--- src/rtl/sar_pkg.sv ---
package sar_pkg;

  localparam int SW = 24;   // output sample width
  localparam int WW = 5;    // width of the word-length field

  typedef enum logic [1:0] {
    FR_I2S = 2'd0,
    FR_LJ  = 2'd1,
    FR_RJ  = 2'd2
  } frame_e;

  typedef struct packed {
    frame_e        kind;
    logic [WW-1:0] width;
  } fmt_t;

  // selector code to framing and word length
  function automatic fmt_t decode_sel(input logic [2:0] code);
    fmt_t f;
    f.kind  = FR_LJ;
    f.width = WW'(SW);
    case (code)
      3'b000: f.kind = FR_I2S;
      3'b010: f.kind = FR_RJ;
      3'b011: begin f.kind = FR_RJ; f.width = 5'd20; end
      3'b100: begin f.kind = FR_RJ; f.width = 5'd16; end
      3'b101: begin f.kind = FR_RJ; f.width = 5'd18; end
      default: f.kind = FR_LJ;   // 001 and its aliases 110, 111
    endcase
    return f;
  endfunction

  // slot of the first data bit after a word-clock transition
  function automatic int lead_slot(input frame_e k);
    return (k == FR_I2S) ? 1 : 0;
  endfunction

  // sign-extend the low n bits of raw to the full sample width
  function automatic logic [SW-1:0] sext_low(input logic [SW-1:0] raw,
                                             input logic [WW-1:0] n);
    logic [SW-1:0] r;
    int top;
    top = int'(n) - 1;
    if (top < 0) top = 0;
    for (int i = 0; i < SW; i++) r[i] = (i <= top) ? raw[i] : raw[top];
    return r;
  endfunction

endpackage

--- src/rtl/sar_lr_track.sv ---
module sar_lr_track #(
  parameter int CNT_W = 6
) (
  input  logic             sclk,
  input  logic             rst_n,
  input  logic             lrck,
  output logic             lr_edge,
  output logic             lr_prev,
  output logic [CNT_W-1:0] bit_idx
);
  localparam logic [CNT_W-1:0] IDX_MAX = '1;

  logic             lrck_q;
  logic             live_q;
  logic [CNT_W-1:0] cnt_q;

  // a transition only counts once a first level has been captured
  assign lr_edge = live_q && (lrck != lrck_q);
  assign lr_prev = lrck_q;

  always_comb begin
    if (lr_edge)               bit_idx = '0;
    else if (cnt_q == IDX_MAX) bit_idx = cnt_q;
    else                       bit_idx = cnt_q + 1'b1;
  end

  always_ff @(posedge sclk or negedge rst_n) begin
    if (!rst_n) begin
      lrck_q <= 1'b0;
      live_q <= 1'b0;
      cnt_q  <= IDX_MAX;
    end else begin
      lrck_q <= lrck;
      live_q <= 1'b1;
      cnt_q  <= bit_idx;
    end
  end
endmodule

--- src/rtl/sar_word_cap.sv ---
module sar_word_cap
  import sar_pkg::*;
#(
  parameter int CNT_W = 6
) (
  input  logic             sclk,
  input  logic             rst_n,
  input  logic             sdin,
  input  logic             lr_edge,
  input  logic [CNT_W-1:0] bit_idx,
  input  frame_e           cap_kind,
  input  fmt_t             done_fmt,
  output logic [SW-1:0]    word_done
);
  logic [SW-1:0] acc_q, acc_n;
  logic [SW-1:0] tail_q;
  int            pos;

  // start-aligned capture: bit slot relative to the first data slot
  always_comb begin
    pos   = int'(bit_idx) - lead_slot(cap_kind);
    acc_n = lr_edge ? '0 : acc_q;
    if (cap_kind != FR_RJ && pos >= 0 && pos < SW)
      acc_n[SW-1-pos] = sdin;
  end

  // the word of the half-frame that ends at this transition
  assign word_done = (done_fmt.kind == FR_RJ) ? sext_low(tail_q, done_fmt.width)
                                              : acc_q;

  always_ff @(posedge sclk or negedge rst_n) begin
    if (!rst_n) begin
      acc_q  <= '0;
      tail_q <= '0;
    end else begin
      acc_q  <= acc_n;
      tail_q <= {tail_q[SW-2:0], sdin};
    end
  end
endmodule

--- src/rtl/sar_pair_out.sv ---
module sar_pair_out
  import sar_pkg::*;
(
  input  logic          sclk,
  input  logic          rst_n,
  input  logic          lr_edge,
  input  logic          prev_is_left,
  input  logic [SW-1:0] word_done,
  output logic [SW-1:0] left_out,
  output logic [SW-1:0] right_out,
  output logic          pair_valid
);
  logic          primed_q;
  logic          left_ok_q;
  logic [SW-1:0] left_hold_q;

  always_ff @(posedge sclk or negedge rst_n) begin
    if (!rst_n) begin
      primed_q    <= 1'b0;
      left_ok_q   <= 1'b0;
      left_hold_q <= '0;
      left_out    <= '0;
      right_out   <= '0;
      pair_valid  <= 1'b0;
    end else begin
      pair_valid <= 1'b0;
      if (lr_edge) begin
        primed_q <= 1'b1;
        if (primed_q) begin
          if (prev_is_left) begin
            left_hold_q <= word_done;
            left_ok_q   <= 1'b1;
          end else if (left_ok_q) begin
            left_out   <= left_hold_q;
            right_out  <= word_done;
            pair_valid <= 1'b1;
            left_ok_q  <= 1'b0;
          end
        end
      end
    end
  end
endmodule

--- src/rtl/sar_rx.sv ---
module sar_rx
  import sar_pkg::*;
#(
  parameter int CNT_W = 6
) (
  input  logic          sclk,
  input  logic          rst_n,
  input  logic          lrck,
  input  logic          sdin,
  input  logic [2:0]    fmt_sel,
  output logic [SW-1:0] left_out,
  output logic [SW-1:0] right_out,
  output logic          pair_valid
);
  logic             lr_edge;
  logic             lr_prev;
  logic [CNT_W-1:0] bit_idx;
  logic [2:0]       fmt_q;
  fmt_t             done_fmt;
  fmt_t             cap_fmt;
  logic             done_rj;
  logic             prev_is_left;
  logic [SW-1:0]    word_done;

  // selector is taken at each transition, for the half-frame it opens
  always_ff @(posedge sclk or negedge rst_n) begin
    if (!rst_n)       fmt_q <= 3'b000;
    else if (lr_edge) fmt_q <= fmt_sel;
  end

  assign done_fmt     = decode_sel(fmt_q);
  assign cap_fmt      = lr_edge ? decode_sel(fmt_sel) : done_fmt;
  assign done_rj      = (done_fmt.kind == FR_RJ);
  assign prev_is_left = (done_fmt.kind == FR_I2S) ? !lr_prev : lr_prev;

  sar_lr_track #(.CNT_W(CNT_W)) u_track (
    .sclk    (sclk),
    .rst_n   (rst_n),
    .lrck    (lrck),
    .lr_edge (lr_edge),
    .lr_prev (lr_prev),
    .bit_idx (bit_idx)
  );

  sar_word_cap #(.CNT_W(CNT_W)) u_cap (
    .sclk      (sclk),
    .rst_n     (rst_n),
    .sdin      (sdin),
    .lr_edge   (lr_edge),
    .bit_idx   (bit_idx),
    .cap_kind  (cap_fmt.kind),
    .done_fmt  (done_fmt),
    .word_done (word_done)
  );

  sar_pair_out u_pair (
    .sclk         (sclk),
    .rst_n        (rst_n),
    .lr_edge      (lr_edge),
    .prev_is_left (prev_is_left),
    .word_done    (word_done),
    .left_out     (left_out),
    .right_out    (right_out),
    .pair_valid   (pair_valid)
  );
endmodule

--- config.mk ---
export PLATFORM = sky130hd
export DESIGN_NAME = sar_rx
export DESIGN_NICKNAME = d
export VERILOG_FILES = /design/src/rtl/sar_pkg.sv /design/src/rtl/sar_lr_track.sv /design/src/rtl/sar_word_cap.sv /design/src/rtl/sar_pair_out.sv /design/src/rtl/sar_rx.sv
export SDC_FILE = /design/constraint.sdc
export NUM_CORES = 1
export LEC_CHECK = 0
export ABC_AREA = 1
export CAP_MARGIN = 40
export CORE_UTILIZATION = 38
export CTS_CLUSTER_SIZE = 8
export DETAILED_ROUTE_END_ITERATION = 8
export SLEW_MARGIN = 15
export SYNTH_ARGS = -nofsm -noshare
export SYNTH_HDL_FRONTEND = slang
export SYNTH_SLANG_ARGS = --single-unit
--- constraint.sdc ---
create_clock -name sclk -period 3.33 [get_ports sclk]
set_clock_uncertainty 0.05 [all_clocks]
set_input_delay 0.999 -clock sclk [delete_from_list [all_inputs] [get_ports sclk]]
set_output_delay 0.999 -clock sclk [all_outputs]
set_load 0.005 [all_outputs]
Word level (Yosys, flattened, before mapping)
Index checks and enable logic that the tools add are counted.
{"block": "op_classes", "addsub": 4, "magnitude_cmp": 30, "n_eq_ne": 12, "muxes": 48, "n_bitwise": 1, "n_reduce_logical": 14}
{"operator": "$le 5x32->1 const A", "count": 8}
{"operator": "$le 6x32->1 const A", "count": 8}
{"operator": "$le 4x32->1 const A", "count": 4}
{"operator": "$mux 24", "count": 3}
{"operator": "$ge 32x1->1 const B", "count": 2}
{"operator": "$le 3x32->1 const A", "count": 2}
{"operator": "$lt 32x7->1 const B", "count": 2}
{"operator": "$mux 1", "count": 34}
{"operator": "$le 1x32->1 const A", "count": 1}
{"operator": "$le 2x32->1 const A", "count": 1}
{"operator": "$lt 32x1->1 const B", "count": 1}
{"operator": "$lt 32x6->1 const B", "count": 1}
{"operator": "$mux 32", "count": 1}
{"operator": "$sub 6x32->32 const A", "count": 1}
{"operator": "$sub 7x32->32", "count": 1}
{"operator": "$bwmux 24", "count": 1}
{"operator": "$pmux 4 s3", "count": 2}
{"operator": "$eq 3x2->1 const B", "count": 4}
{"operator": "$eq 3x3->1 const B", "count": 4}
{"operator": "$mux 6", "count": 2}
{"operator": "$pmux 2 s2", "count": 2}
{"operator": "$reduce_or 4->1", "count": 2}
{"operator": "$mux 7", "count": 1}
{"operator": "$add 6x1->6 const B", "count": 1}
{"operator": "other kinds (15)", "count": 20}
{"block": "totals", "regBits": 134, "input_bits": 7, "out_inout_bits": 49, "wordCells": 121}

Longest topological paths before layout
Gate-level depths: netlist of the first run.
{"block": "logic_depth", "word_depth": 14, "depth_mapped": 25, "depth_no_buf": 25}

Hierarchy
From an unflattened synthesis of the first run, not the netlist that was laid out.
{"block": "unflattened", "hier_cells": 915, "hier_area_um2": 6942.9}
{"module": "sar_word_cap", "n_inst": 1, "cells_each": 500, "area_per_inst_um2": 3338.2, "seq_area_each_um2": 1201.2}
{"module": "sar_pair_out", "n_inst": 1, "cells_each": 321, "area_per_inst_um2": 2907.8, "seq_area_each_um2": 1876.8}
{"module": "sar_lr_track", "n_inst": 1, "cells_each": 53, "area_per_inst_um2": 442.9, "seq_area_each_um2": 207.7}
{"module": "sar_rx", "n_inst": 1, "cells_each": 41, "area_per_inst_um2": 254.0, "seq_area_each_um2": 75.1}

Least setup slack after synthesis of the first run
No wires, ideal clock.
{"block": "synth_path", "kind": "input -> register", "from": "in lrck", "to": "reg u_cap.acc_q[11]", "setup_ps": 119, "t_arrival_ps": 3606, "t_required_ps": 3161, "path_slack_ps": -445, "path_stages": 23, "n_path_buf": 2, "cell_sequence": "inv_1 -> nand2_1 -> nand3_4 -> buf_2 -> inv_1 -> nor3_1 -> inv_1 -> ha_1 -> ha_1 -> inv_1 -> nor2_2 -> nand2_1 -> nand2_2 -> ha_1 -> nor2_1 -> inv_1 -> nor2_1 -> nand4_1 -> nand2_2 -> nand2_4 -> buf_12 -> o21bai_1 -> nand2_1"}
{"block": "synth_via", "elab_cells_between_ends": 21, "classes_between": "2 x add/sub; 4 x order compare; 2 x eq/ne; 8 x mux; 5 x reduce/logical"}
{"item": "from (decl)", "line": "sar_rx.sv:8", "text": "input logic lrck,"}
{"item": "$ne 1x1->1 (*)", "line": "sar_lr_track.sv:18", "text": "assign lr_edge = live_q && (lrck != lrck_q);"}
{"item": "$logic_and 1x1->1 (*)", "line": "sar_lr_track.sv:18"}
{"item": "$mux 6 (*)", "line": "sar_lr_track.sv:22", "text": "if (lr_edge) bit_idx = '0;"}
{"item": "net bit_idx[0]", "line": "sar_rx.sv:17", "text": "logic [CNT_W-1:0] bit_idx;"}
{"item": "$sub 7x32->32 (*)", "line": "sar_word_cap.sv:21", "text": "pos = int'(bit_idx) - lead_slot(cap_kind);"}
{"item": "$sub 6x32->32", "line": "sar_word_cap.sv:24", "text": "acc_n[SW-1-pos] = sdin;"}
{"item": "$ge 32x1->1 (not written as such) or $lt 32x7->1 (tied branches)", "line": "sar_word_cap.sv:24"}
{"item": "$logic_and 1x1->1 (not written as such)", "line": "sar_word_cap.sv:24"}
{"item": "$mux 1 (not written as such)", "line": "sar_word_cap.sv:24"}
{"item": "$demux 1 s5"}
{"item": "$bwmux 24", "line": "sar_word_cap.sv:24"}
{"item": "$mux 24 (*)", "line": "sar_word_cap.sv:23", "text": "if (cap_kind != FR_RJ && pos >= 0 && pos < SW)"}
{"item": "net u_cap.acc_n[11]", "line": "sar_word_cap.sv:15", "text": "logic [SW-1:0] acc_q, acc_n;"}
{"item": "to (signal assigned)", "line": "sar_word_cap.sv:36", "text": "acc_q <= acc_n;"}
{"item": "to (decl)", "line": "sar_word_cap.sv:15"}
The timed path passes the listed nets; every way through them passes the cells marked *.
A chain may end at the register's enable or synchronous reset.

Final worst setup path of the first run
{"block": "layout_path", "from": "in fmt_sel[0]", "to": "reg u_cap.acc_q[7]"}
{"block": "layout_via", "elab_chain_cells": 14, "elab_cells_between_ends": 24, "classes_between": "2 x add/sub; 4 x order compare; 5 x eq/ne; 7 x mux; 6 x reduce/logical"}
{"item": "from (decl)", "line": "sar_rx.sv:10", "text": "input logic [2:0] fmt_sel,"}
{"item": "$eq 3x3->1 or $eq 3x2->1 (tied branches)", "line": "sar_pkg.sv:22", "text": "case (code)"}
{"item": "$reduce_or 4->1 (no line)"}
{"item": "$pmux 2 s2 (*)", "line": "sar_pkg.sv:22"}
{"item": "$mux 7 (*)", "line": "sar_rx.sv:32", "text": "assign cap_fmt = lr_edge ? decode_sel(fmt_sel) : done_fmt;"}
{"item": "$logic_not 2->1", "line": "sar_pkg.sv:35", "text": "return (k == FR_I2S) ? 1 : 0;"}
{"item": "$mux 1", "line": "sar_pkg.sv:35"}
{"item": "$sub 7x32->32", "line": "sar_word_cap.sv:21"}
{"item": "$sub 6x32->32", "line": "sar_word_cap.sv:24"}
{"item": "$ge 32x1->1 (not written as such) or $lt 32x7->1 (tied branches)", "line": "sar_word_cap.sv:24"}
{"item": "$logic_and 1x1->1 (not written as such)", "line": "sar_word_cap.sv:24"}
{"item": "$mux 1 (not written as such)", "line": "sar_word_cap.sv:24"}
{"item": "$demux 1 s5"}
{"item": "$bwmux 24", "line": "sar_word_cap.sv:24"}
{"item": "$mux 24 (*)", "line": "sar_word_cap.sv:23"}
{"item": "net u_cap.acc_n[7]", "line": "sar_word_cap.sv:15"}
Marks and branches as above.

==> results of run 1 <==
-- critical path, cell delays in order --
cell	delay, ns
clkdlybuf4s50_1	0.43
nor2_1	0.14
nand2_2	0.07
o21ai_4	0.07
ha_4	0.18
ha_4	0.16
nand3_1	0.09
nand2_2	0.09
nand2_4	0.07
ha_4	0.16
nor2_4	0.12
nand3_2	0.07
nand2_2	0.09
nand2_4	0.07
nor2_8	0.15
nand2_8	0.10
buf_12	0.16
nor2_4	0.12
nand2_2	0.06
o21ai_2	0.05
-- cells by family (layout without fill, tap and decap cells) --
kind of cell | count (synthesis) | in the layout | share of synthesized area
AND/OR/NAND/NOR | 419 | 419 | 0.2937
flip-flops | 134 | 134 | 0.5224
AO/OA/AOI/OAI | 106 | 106 | 0.09063
buffers and inverters | 106 | 235 | 0.06651
adder cells (fa/ha/maj) | 10 | 10 | 0.01945
XOR/XNOR | 5 | 5 | 0.006808
other | 1 | 1 | 0.0005829
-- flip-flops by register name (all words and copies together) (netlist names) --
signal	cells
u_pair.primed_q	1
u_pair.left_out	24
u_pair.right_out	24
u_track.lr_prev	1
u_pair.left_ok_q	1
u_pair.left_hold_q	24
u_cap.tail_q	24
u_track.live_q	1
u_track.cnt_q	6
u_cap.acc_q	24
u_pair.pair_valid	1
fmt_q	3
-- area by class of cell --
| type | count | area [µm²] |
|---|---|---|
| Clock buffer | 17 | 425.4 |
| Clock inverter | 15 | 133.9 |
| Fill cell | 1593 | 8063 |
| Inverter | 76 | 307.8 |
| Multi-Input combinational cell | 541 | 2840 |
| Sequential cell | 134 | 3361 |
| Tap cell | 220 | 275.3 |
| Timing Repair Buffer | 127 | 1177 |
-- cell usage after synthesis (all sizes together) --
master	n
buf	9
nor2	81
nand4	16
a21oi	13
clkbuf	21
xor2	3
dfstp	6
inv	74
conb	1
xnor2	2
dfrtp	128
nor3	7
a31oi	11
a22oi	4
ha	10
o211ai	3
clkinv	2
o21ai	72
nand2	264
nand3	51
o21bai	2
o22ai	1
-- placed cells by master, fill, tap and decap left out, types with 5 or more instances in the layout --
| cell | instances |
|---|---|
| a21oi_1 | 13 |
| a31oi_1 | 11 |
| o21ai_1 | 12 |
| nand2_4 | 8 |
| nor2_4 | 15 |
| nand3_1 | 42 |
| inv_6 | 6 |
| nor3_1 | 5 |
| nand4_1 | 16 |
| buf_6 | 7 |
| buf_4 | 61 |
| inv_1 | 62 |
| nand2_2 | 14 |
| ha_1 | 6 |
| nor2_2 | 7 |
| dfrtp_1 | 128 |
| buf_12 | 5 |
| dfstp_2 | 6 |
| nor2_1 | 58 |
| o21ai_0 | 56 |
| nand3_2 | 7 |
| nand2_1 | 241 |
| clkdlybuf4s50_1 | 51 |
| inv_2 | 8 |
| clkbuf_16 | 17 |
-- where the power goes --
part           internal, mW  switching [mW]
combinational          1.21            1.20
sequential             2.10           0.274
clock                 0.985           0.770
total                  4.30            2.25
-- stage by stage --
stage | area, µm² | utilization | hold slack, ns | TNS [ns] | power (mW)
detailed placement | 7786 | 0.4695 | 0.3123 | -13.25 | 4.707
floorplan | 6531 | - | 0.2988 | -0.02952 | 3.548
finish | 8521 | 0.5138 | 0.3112 | 0 | 6.545
global route | 8521 | 0.5138 | 0.3161 | -0.5971 | 7.007
global placement | 7786 | 0.4695 | 0.3083 | -12.01 | 4.672
CTS | 8387 | 0.5057 | 0.3150 | 0 | 6.519
-- how the worst max path moves through the flow --
stage                               startpoint                         to  slack (ns)  depth (start not counted)
finish                              fmt_sel[0]   u_cap.acc_q[7]$_DFF_PN0_        0.14                         20
floorplan                                 lrck  u_cap.acc_q[11]$_DFF_PN0_       -0.01                         23
CTS                                 fmt_sel[2]   u_cap.acc_q[7]$_DFF_PN0_       0.002                         22
global route        u_track.cnt_q[1]$_DFF_PN1_   u_cap.acc_q[7]$_DFF_PN0_       -0.08                         25
detailed placement                        lrck   u_cap.acc_q[4]$_DFF_PN0_       -0.60                         22
global placement                          lrck   u_cap.acc_q[4]$_DFF_PN0_       -0.57                         22
-- what timing repair did --
action,CTS,global route
hold buffers,0,0
resized for setup,9,34
endpoints found under the setup margin,24,24
pin swaps,5,26
setup buffers,1,4
-- layer usage --
layer	vias to the layer above	part of all wire
li1	2737	-
met1	2505	0.47
met2	100	0.48
met3	18	0.028
met4	0	0.019
met5	-	0
==> results.json, run 1 <==
{
  "grtUsageMet1": 0.2478,
  "tritoncts": "yes",
  "cts.clk_slew.worst_paths_ns": 0.06,
  "rrSetupSlack_ns": 0.14,
  "place_ws_ns": -0.5972,
  "slew_headroom": 0.5591,
  "cts_root_buffer": "clkbuf_16",
  "via_per_inst": 4.743,
  "start_kind": "input port",
  "syn2layout_area_growth_pct": 32.44,
  "track_usage": 0.1862,
  "cp_max_fo": 7,
  "clk_latency_ns": 0.41,
  "worst_pin_slew_ns": 0.6613,
  "row_count": 47,
  "place.port_buffers": 55,
  "synth_warnings": 0,
  "fmax_mhz": 313.5,
  "initial_core_util": 0.3880,
  "rsz0062_at_grt": "yes",
  "p_leak_nw": 4.050,
  "r2r_cells": 25,
  "hp-class": "register to register",
  "via_count": 5360,
  "r2r-end": "u_cap.acc_q[7]$_DFF_PN0_",
  "cap_violations": 0,
  "synth_top_cell_by_area": "dfrtp_1",
  "fin_ws_ns": 0.1399,
  "dieArea_um2": 17460,
  "syn_inst": 781,
  "syn-cell-area_um2": 6434,
  "gp_congestion": 0.8818,
  "synth.top_cell.area_share": 0.4979,
  "clock-sinks": 134,
  "cp.arrival_ns": 3.47,
  "synth_cell_types": 37,
  "ir_drop_mv": 0.4571,
  "grt_pass1_wl_um": 25760,
  "synth_area_per_cell_um2": 8.238,
  "antenna_left": 0,
  "synth_fp_nets": 798,
  "placed_cells": 1093,
  "drive_above_1_share": 0.2088,
  "n_antenna_cell": 0,
  "place_hpwl_um": 11030,
  "min_from": "u_cap.tail_q[8]$_DFF_PN0_",
  "setup_viol": 0,
  "power_density_nw_per_um2": 768.1,
  "r2r-start": "u_track.cnt_q[1]$_DFF_PN1_",
  "first_pass_iters": 5,
  "holdPathEnd": "u_cap.tail_q[9]$_DFF_PN0_",
  "wire_per_inst_um": 13.26,
  "io_pins": 56,
  "fp.coreArea_um2": 16580,
  "gr-max-usage-layer": "met2",
  "slew_violations": 0,
  "synth_area_leaders": "dfrtp_1 50%, nand2_1 15%, o21ai_0 4.4%",
  "grt_pass1_vias": 5147,
  "run_status": "finished, final reports clean",
  "cts_buffer_depth": 2,
  "criticalPathCategory": "input port to register",
  "cp-end-kind": "register",
  "nNetsFinal": 914,
  "fin_crit_ns": 3.190,
  "htree_levels": 4,
  "routed_wirelength_um": 14990,
  "antenna_found_initial": 0,
  "hold_path_depth": 0,
  "seq_area_frac_synth": 0.5224,
  "use_met3": 0.03383,
  "drc": 0,
  "synth-seq-cells": 134,
  "grt_max_degree": 75,
  "drtIter0Drc": 287,
  "use_met2": 0.3039,
  "finalCritPeriodShare": 0.9580,
  "die_w_um": 132.1,
  "gr-total-overflow": 0,
  "cp.required_ns": 3.61,
  "die_h_um": 132.1,
  "hold_viol": 0,
  "fin_cells": 1130,
  "numCtsBuffers": 17
}
No activity file was read; power rests on OpenSTA's default activity.
==> run 2: changes to the inputs <==
--- a/config.mk
+++ b/config.mk
@@ -10,6 +10,7 @@
 export CORE_UTILIZATION = 38
 export CTS_CLUSTER_SIZE = 8
 export DETAILED_ROUTE_END_ITERATION = 8
+export SKIP_CTS_REPAIR_TIMING = 1
 export SLEW_MARGIN = 15
 export SYNTH_ARGS = -nofsm -noshare
 export SYNTH_HDL_FRONTEND = slang
==> results.json, run 2 (synthesis gave the netlist of run 1 again) <==
{
  "multi_input_area_um2": 2823,
  "initial_core_util": 0.3880,
  "die_h_um": 132.1,
  "antenna_found_initial": 0,
  "pwr-share-comb": 0.368,
  "p_clk_frac": 0.269,
  "criticalPathCategory": "input port to register",
  "wire_per_inst_um": 13.32,
  "ir_drop_mv": 0.4619,
  "cts_buffer_depth": 2,
  "gp_congestion": 0.8818,
  "antenna_left": 0,
  "cp_max_fo": 7,
  "run_status": "finished, final reports clean",
  "mostFrequentLayoutCells": "243 x nand2_1, 128 x dfrtp_1, 66 x inv_1, 61 x buf_4, 58 x nor2_1",
  "crit_slowest_cell": "nor3_4",
  "gr-total-overflow": 0,
  "grt_pass1_wl_um": 25700,
  "worst_pin_slew_ns": 0.6599,
  "hold_slack_ns": 0.3118,
  "p_seq_frac": 0.363,
  "nNetsFinal": 914,
  "fmax_mhz": 315.8,
  "cp-end-kind": "register",
  "p_leak_nw": 4.038,
  "switching_share": 0.3439,
  "htree_levels": 4,
  "cp.arrival_ns": 3.46,
  "setup_viol": 0,
  "cts.clk_slew.worst_paths_ns": 0.06,
  "cts_root_buffer": "clkbuf_16",
  "syn2layout_area_growth_pct": 31.91,
  "drive_above_1_share": 0.2033,
  "critPathTopFamily": "simple AND/OR/NAND/NOR gates",
  "grt_max_degree": 75,
  "drtIter0Drc": 238,
  "die_w_um": 132.1,
  "numCtsBuffers": 17,
  "io_pins": 56,
  "via_per_inst": 4.760,
  "slew_headroom": 0.5601,
  "first_pass_iters": 5,
  "cap_violations": 0,
  "via_count": 5379,
  "finalCritPeriodShare": 0.9510,
  "drc": 0,
  "fp.coreArea_um2": 16580,
  "routed_wirelength_um": 15060,
  "power_density_nw_per_um2": 768.3,
  "cp.required_ns": 3.63,
  "internal_power_mw": 4.278,
  "row_count": 47,
  "regArea_um2": 3361,
  "fin_ws_ns": 0.1631,
  "track_usage": 0.1857,
  "clk_latency_ns": 0.41,
  "place_hpwl_um": 11030,
  "hold_viol": 0,
  "tritoncts": "yes",
  "cpPeakStageDelay_ns": 0.19,
  "dieArea_um2": 17460,
  "fill_cells": 1600,
  "cp.buffers_inverters": 7,
  "start_kind": "input port",
  "place.port_buffers": 55,
  "fin_crit_ns": 3.167,
  "hp-class": "register to register",
  "slew_violations": 0,
  "grt_pass1_vias": 5131,
  "n_antenna_cell": 0,
  "p_sw_mw": 2.242,
  "place_ws_ns": -0.5972,
  "clock-sinks": 134,
  "mostFrequentLayoutCell": "nand2_1"
}
## run 2: path summary, 6_finish.rpt
check / start / endpoint / slack [ns] / cells past startpoint
max in group asynchronous: rst_n / u_cap.acc_q[11]$_DFF_PN0_ / 1.95 / 2
min in group asynchronous: rst_n / u_pair.left_out[15]$_DFFE_PN0P_ / 0.56 / 1
max reg2reg: u_track.cnt_q[0]$_DFF_PN1_ / u_cap.acc_q[5]$_DFF_PN0_ / 0.21 / 24
max: lrck / u_cap.acc_q[5]$_DFF_PN0_ / 0.16 / 25
min: u_cap.tail_q[8]$_DFF_PN0_ / u_cap.tail_q[9]$_DFF_PN0_ / 0.31 / 0
min reg2reg: u_cap.tail_q[8]$_DFF_PN0_ / u_cap.tail_q[9]$_DFF_PN0_ / 0.31 / 0
## run 2: per-layer routing
| layer | track usage | part of all wire | routed length (µm) |
|---|---|---|---|
| met5 | 0 | 0 | 0 |
| met4 | 0.06395 | 0.017 | 259 |
| met3 | 0.03345 | 0.029 | 438 |
| met2 | 0.3042 | 0.48 | 7293 |
| met1 | 0.2477 | 0.47 | 7065 |
## run 2: cell type report
cell class              count  area share
inverters                  76     0.03582
repair buffers            127      0.1373
multi-input cells         541      0.3326
well taps                 220     0.03243
flip-flops and latches    134      0.3960
clock buffers              17     0.05013
clock inverters            15     0.01577
## run 2: metrics by stage
stage / instances / util / instance area [µm²] / setup TNS (ns) / power (mW)
3_5_place_dp: 1093 / 0.4695 / 7786 / -13.25 / 4.707
6_report: 1130 / 0.5118 / 8487 / 0 / 6.521
4_1_cts: 1125 / 0.5032 / 8346 / -2.864 / 6.493
5_1_grt: 1130 / 0.5118 / 8487 / -0.04565 / 6.985
2_1_floorplan: 781 / - / 6531 / -0.02952 / 3.548
3_3_place_gp: 1093 / 0.4695 / 7786 / -12.01 / 4.672
## run 2: power groups by stage
stage | clock (mW) | sequential (mW) | combinational, mW
6_report | 1.75 | 2.37 | 2.40
5_1_grt | 1.88 | 2.43 | 2.67
4_1_cts | 1.80 | 2.37 | 2.32
3_5_place_dp | 0 | 2.40 | 2.31
3_3_place_gp | 0 | 2.39 | 2.28
2_1_floorplan | 0 | 2.37 | 1.18
## run 2: worst register-to-register path: cells and delay by family, from the launching register on
kind                     cells  cell delay [ns]
AND/OR/NAND/NOR             17             1.45
flip-flops                   1             0.56
adder cells (fa/ha/maj)      4             0.62
buffers and inverters        3             0.35
